==> src/rtl/scl_lowsum_pkg.sv <==
package scl_lowsum_pkg;

    typedef struct packed {
        logic open;
        logic addr_seen;
        logic stop_rcvd;
    } txn_state_t;

    typedef struct packed {
        logic hold_release;
        logic fsm_reset;
        logic tmo_flag;
    } recover_t;

endpackage

==> src/rtl/scl_txn_tracker.sv <==
module scl_txn_tracker
    import scl_lowsum_pkg::*;
(
    input  logic clk,
    input  logic rst_n,
    input  logic start_det,
    input  logic stop_det,
    input  logic addr_match,
    output logic open_o,
    output logic fresh_start_o,
    output logic stop_rcvd_o
);

    txn_state_t st_d, st_q;
    logic       fresh;

    always_comb begin
        st_d  = st_q;
        fresh = start_det && !st_q.open;
        st_d.stop_rcvd = stop_det && st_q.open && (st_q.addr_seen || addr_match);
        if (stop_det) begin
            st_d.open      = 1'b0;
            st_d.addr_seen = 1'b0;
        end else if (fresh) begin
            st_d.open      = 1'b1;
            st_d.addr_seen = 1'b0;
        end else if (st_q.open && addr_match) begin
            st_d.addr_seen = 1'b1;
        end
    end

    always_ff @(posedge clk or negedge rst_n) begin
        if (!rst_n) st_q <= '0;
        else        st_q <= st_d;
    end

    assign open_o        = st_q.open;
    assign fresh_start_o = fresh;
    assign stop_rcvd_o   = st_q.stop_rcvd;

endmodule

==> src/rtl/scl_low_accum.sv <==
module scl_low_accum
    import scl_lowsum_pkg::*;
#(
    parameter int LIMIT_TICKS = 25000,
    parameter int CNT_W       = $clog2(LIMIT_TICKS + 1)
) (
    input  logic             clk,
    input  logic             rst_n,
    input  logic             open_i,
    input  logic             fresh_start_i,
    input  logic             stop_det,
    input  logic             scl_in,
    input  logic             tick,
    input  logic             tmo_en,
    output recover_t         rec_o,
    output logic [CNT_W-1:0] sum_o
);

    localparam logic [CNT_W-1:0] LIMIT_C = CNT_W'(LIMIT_TICKS);

    typedef struct packed {
        logic [CNT_W-1:0] sum;
        logic             fired;
        recover_t         rec;
    } acc_state_t;

    acc_state_t acc_d, acc_q;
    logic       low_tick, fire, clear;

    always_comb begin
        acc_d    = acc_q;
        low_tick = open_i && !scl_in && tick && !stop_det;
        clear    = stop_det || fresh_start_i;
        fire     = low_tick && (acc_q.sum == LIMIT_C) && tmo_en && !acc_q.fired;

        acc_d.rec.hold_release = fire;
        acc_d.rec.fsm_reset    = fire;
        acc_d.rec.tmo_flag     = fire;

        if (clear) begin
            acc_d.sum   = '0;
            acc_d.fired = 1'b0;
        end else begin
            if (low_tick && (acc_q.sum < LIMIT_C))
                acc_d.sum = acc_q.sum + CNT_W'(1);
            if (fire)
                acc_d.fired = 1'b1;
        end
    end

    always_ff @(posedge clk or negedge rst_n) begin
        if (!rst_n) acc_q <= '0;
        else        acc_q <= acc_d;
    end

    assign rec_o = acc_q.rec;
    assign sum_o = acc_q.sum;

endmodule

==> src/rtl/scl_lowsum_monitor.sv <==
module scl_lowsum_monitor
    import scl_lowsum_pkg::*;
#(
    parameter int LIMIT_TICKS = 25000
) (
    input  logic clk,
    input  logic rst_n,
    input  logic scl_in,
    input  logic tick,
    input  logic start_det,
    input  logic stop_det,
    input  logic addr_match,
    input  logic tmo_en,
    output logic hold_release,
    output logic fsm_reset,
    output logic tmo_flag,
    output logic stop_rcvd
);

    localparam int CNT_W = $clog2(LIMIT_TICKS + 1);

    logic             txn_open;
    logic             fresh_start;
    logic [CNT_W-1:0] low_sum;
    recover_t         rec;

    scl_txn_tracker txn_i (
        .clk          (clk),
        .rst_n        (rst_n),
        .start_det    (start_det),
        .stop_det     (stop_det),
        .addr_match   (addr_match),
        .open_o       (txn_open),
        .fresh_start_o(fresh_start),
        .stop_rcvd_o  (stop_rcvd)
    );

    scl_low_accum #(
        .LIMIT_TICKS(LIMIT_TICKS),
        .CNT_W      (CNT_W)
    ) acc_i (
        .clk          (clk),
        .rst_n        (rst_n),
        .open_i       (txn_open),
        .fresh_start_i(fresh_start),
        .stop_det     (stop_det),
        .scl_in       (scl_in),
        .tick         (tick),
        .tmo_en       (tmo_en),
        .rec_o        (rec),
        .sum_o        (low_sum)
    );

    assign hold_release = rec.hold_release;
    assign fsm_reset    = rec.fsm_reset;
    assign tmo_flag     = rec.tmo_flag;

endmodule

==> config.mk <==
export PLATFORM = sky130hd
export DESIGN_NAME = scl_lowsum_monitor
export DESIGN_NICKNAME = d
export VERILOG_FILES = /design/src/rtl/scl_lowsum_pkg.sv /design/src/rtl/scl_txn_tracker.sv /design/src/rtl/scl_low_accum.sv /design/src/rtl/scl_lowsum_monitor.sv
export SDC_FILE = /design/constraint.sdc
export NUM_CORES = 1
export LEC_CHECK = 0
export BUFFER_PORTS_ARGS = -buffer_cell sky130_fd_sc_hd__buf_2
export CORE_ASPECT_RATIO = 0.5
export CORE_UTILIZATION = 34
export DETAILED_ROUTE_END_ITERATION = 16
export PLACE_DENSITY_LB_ADDON = 0.15
export RECOVER_POWER = 50
export SYNTH_ARGS = -nofsm -noshare
export SYNTH_HDL_FRONTEND = slang
export SYNTH_SLANG_ARGS = --single-unit
==> constraint.sdc <==
create_clock -name clk -period 1.6 [get_ports clk]
set_clock_uncertainty 0.05 [all_clocks]
set_input_delay 0.16 -clock clk [delete_from_list [all_inputs] [get_ports clk]]
set_output_delay 0.16 -clock clk [all_outputs]
set_load 0.02 [all_outputs]
==> impl_summary.log <==
INFO  metric finalCritPeriodShare = 1.070
INFO  metric place_ws = -130.6 ps
INFO  metric grt_pass1_wl = 4.726 mm
INFO  metric critical_path.reg2reg.startpoint = acc_i.sum_o[10]
INFO  metric synth-seq-area-share = 0.4474
INFO  metric setup_viol = 11
INFO  metric r2r_cells = 4
INFO  metric tritoncts = yes
INFO  metric path_max_fanout = 15
INFO  metric synth.lib_cells_used.distinct = 32
INFO  metric yosys_register_bits = 20
INFO  metric wire_per_inst = 15.31 µm
INFO  metric holdWs = 91.04 ps
INFO  metric drt-total-wl = 2.971 mm
INFO  metric hold_class = input port to register
INFO  metric horizontal_die_dimension = 83.12 µm
INFO  metric cp.arrival = 1870 ps
INFO  metric status = finished with violations
INFO  metric hpwl = 1.864 mm
INFO  metric critPathMaxStageDelay = 520 ps
INFO  metric p_leak = 0.6692 nW
INFO  metric ys.flop_type = dfrtp_1
INFO  metric finalWorstPathRequiredPeriod = 1712 ps
INFO  metric post_synth_instance_area = 1119 µm²
INFO  metric utilization = 0.5184
INFO  metric critPathSlowestCell = or4_1
INFO  metric cp_data_required_time = 1760 ps
INFO  metric drt.antenna.violating_nets = 0
INFO  metric syn_nets = 125
INFO  metric globalRouteOverflowTotal = 0
INFO  metric synth_edf_count = 0
INFO  metric layout.cells.most_common = buf_4
INFO  metric maxCapViolCount = 0
INFO  metric port_buffers = 11
INFO  metric placeableCoreArea = 3065 µm²
INFO  metric final_hold_viol_count = 0
INFO  metric layout-drive-gt1-share = 0.3961
INFO  metric ctsRootBufferMaster = clkbuf_8
INFO  metric firstDrtPassIters = 4
INFO  metric netlist_instances = 115
INFO  metric number_of_buffers_on_the_longest_clock_path = 2
INFO  metric violations = negative setup slack
INFO  metric pin_count = 12
INFO  metric worst-setup-path-type = register to register
INFO  metric power.total = 1.103 mW
INFO  metric worst_setup_path_endpoint = acc_i.sum_o[13]
INFO  metric tritoncts_buffers = 3
INFO  metric synth_warnings = 0
INFO  metric final_standard_cell_count_with_taps_included_and_fillers_excluded = 194
INFO  metric floorplan.die.height = 42.56 µm
INFO  metric placement_rows = 14
INFO  metric viasPerCell = 5.371
INFO  metric grt_antenna_before_repair = 0
INFO  metric placed_cells = 186
INFO  metric rsz_0062_raised_after_global_routing = yes
INFO  metric antenna-diode-count = 0
INFO  metric flow.area_growth_from_synthesis = 42.06%
INFO  metric critical_path.startpoint = acc_i.sum_o[10]
INFO  metric drt-initial-drc-count = 37
INFO  metric finalMaxSlewViolations = 0
INFO  metric setup.worst_path.start_class = register
INFO  metric cts_htree_levels = 1
INFO  metric ys_async_sr_fraction = 1.000
INFO  metric track_usage = 0.1752
INFO  metric fillCellCount = 279
INFO  metric power_density = 693.9 nW/µm²
INFO  metric postLayoutSetupSlackWorst = -111.7 ps
INFO  metric syn_avg_cell_area = 9.727 µm²
INFO  metric grt_max_degree = 21
INFO  metric max_freq = 584.2 MHz
INFO  metric reg2reg_setup_slack = -110 ps
INFO  metric ir_worst_vdd = 0.0003926 V
INFO  metric floorplan.die_area = 3537 µm²
INFO  metric grt_pass1_vias = 1037
INFO  metric floorplan.initialDensity = 0.3649
INFO  metric timing.critical_path.to_type = register
INFO  metric routabilityCongestion = 0.7686
INFO  metric detail_route.drc_violations = 0
INFO  metric tightestPinTransition = 544.4 ps
INFO  metric relSlewSlack = 0.6371
INFO  metric r2r-end = acc_i.sum_o[13]
INFO  metric final_nets = 165
INFO  metric worstSkewPairLatency = 270 ps
INFO  metric cp_cell_sequence = nor4_4 -> o21bai_4 -> or4_1 -> a21oi_2
INFO  metric cts.sinks = 20
INFO  metric most-common-layout-cells = buf_4, dfrtp_1, nand2_1
INFO  metric routed-via-count = 1042
INFO  metric clk_pin_slew_worst_paths = 80 ps
INFO  metric timing.hold.worst_path_depth = 3
==> how the worst min path moves through the flow <==
stage / start / end / slack, ps
after detailed placement: rst_n / txn_i.stop_rcvd_o / 100
final: addr_match / txn_i.st_q[1] / 90
after global placement: rst_n / txn_i.st_q[1] / 100
after global routing: addr_match / txn_i.stop_rcvd_o / 120
after CTS: addr_match / txn_i.st_q[1] / 90
after floorplan: rst_n / acc_i.acc_q[3] / -190
==> layer usage <==
metal | share of wire | up-vias | GRT usage | routed length, µm
met5 | 0 | - | 0 | 0
met4 | 0.015 | 0 | 0.06207 | 46
met3 | 0.037 | 6 | 0.04331 | 111
met2 | 0.47 | 29 | 0.3000 | 1393
met1 | 0.48 | 502 | 0.2183 | 1418
li1 | - | 505 | - | -
==> sequential cells by signal, summed over array words and instances, names as in the netlist <==
signal             count
acc_i.acc_q            1
acc_i.rec_o            1
acc_i.sum_o           15
txn_i.open_o           1
txn_i.st_q             1
txn_i.stop_rcvd_o      1
==> worst max-delay path, delay by kind of cell, from the launching register on <==
| family | cells | cell delay, ps |
|---|---|---|
| compound gates | 2 | 310 |
| flops | 1 | 410 |
| simple gates | 2 | 870 |
==> synthesized netlist by cell type (all sizes together), types with 4 or more instances <==
| cell | count | area [µm²] |
|---|---|---|
| o31ai | 5 | 37.54 |
| nand2 | 15 | 56.30 |
| o21a | 4 | 30.03 |
| inv | 5 | 18.77 |
| buf | 6 | 35.03 |
| a21oi | 5 | 25.02 |
| dfrtp | 20 | 500.5 |
| nor4 | 8 | 65.06 |
| mux2i | 7 | 70.07 |
| nand4 | 4 | 25.02 |
==> logic make-up (layout without fill, tap and decap cells) <==
kind of cell / count (synthesis) / in the layout / synth area share
AOI/OAI and AO/OA: 23 / 23 / 0.1465
DFF: 20 / 20 / 0.4474
buffers and inverters: 12 / 51 / 0.05145
adders and majority gates: 2 / 2 / 0.02237
and+or+nand+nor: 51 / 51 / 0.2696
muxes: 7 / 7 / 0.06264
==> report_power, final <==
part | leakage [nW] | internal, mW | switching [mW]
Combinational | 0.356 | 0.0262 | 0.0430
Sequential | 0.277 | 0.510 | 0.00248
Clock | 0.0357 | 0.335 | 0.187
==> repair_timing <==
action / 4_1_cts / 5_1_grt
setup endpoints to repair: 11 / 17
gates cloned: 0 / 0
gates resized for setup: 7 / 14
setup buffers: 1 / 2
pin swaps: 0 / 4
hold buffers: 1 / 0
endpoints found under the hold margin: 20 / 0
==> layout make-up <==
cell class                 count  area (µm²)  share of cell area
multi-input combinational     83       654.4              0.4118
sequential                    20       500.5              0.3150
timing repair buffer          42       294.0              0.1850
tap                           40       50.05             0.03150
clock buffer                   3       41.29             0.02598
clock inverter                 1       30.03             0.01890
inverter                       5       18.77             0.01181
==> per-stage QoR <==
| stage | TNS, ps | area, µm² |
|---|---|---|
| finish | -649.3 | 1589 |
| global route | -1599 | 1589 |
| CTS | -604.7 | 1508 |
| detailed placement | -854.0 | 1388 |
| global placement | -751.9 | 1388 |
| floorplan | -7.132 | 1125 |
No activity file was read; power rests on OpenSTA's default activity.
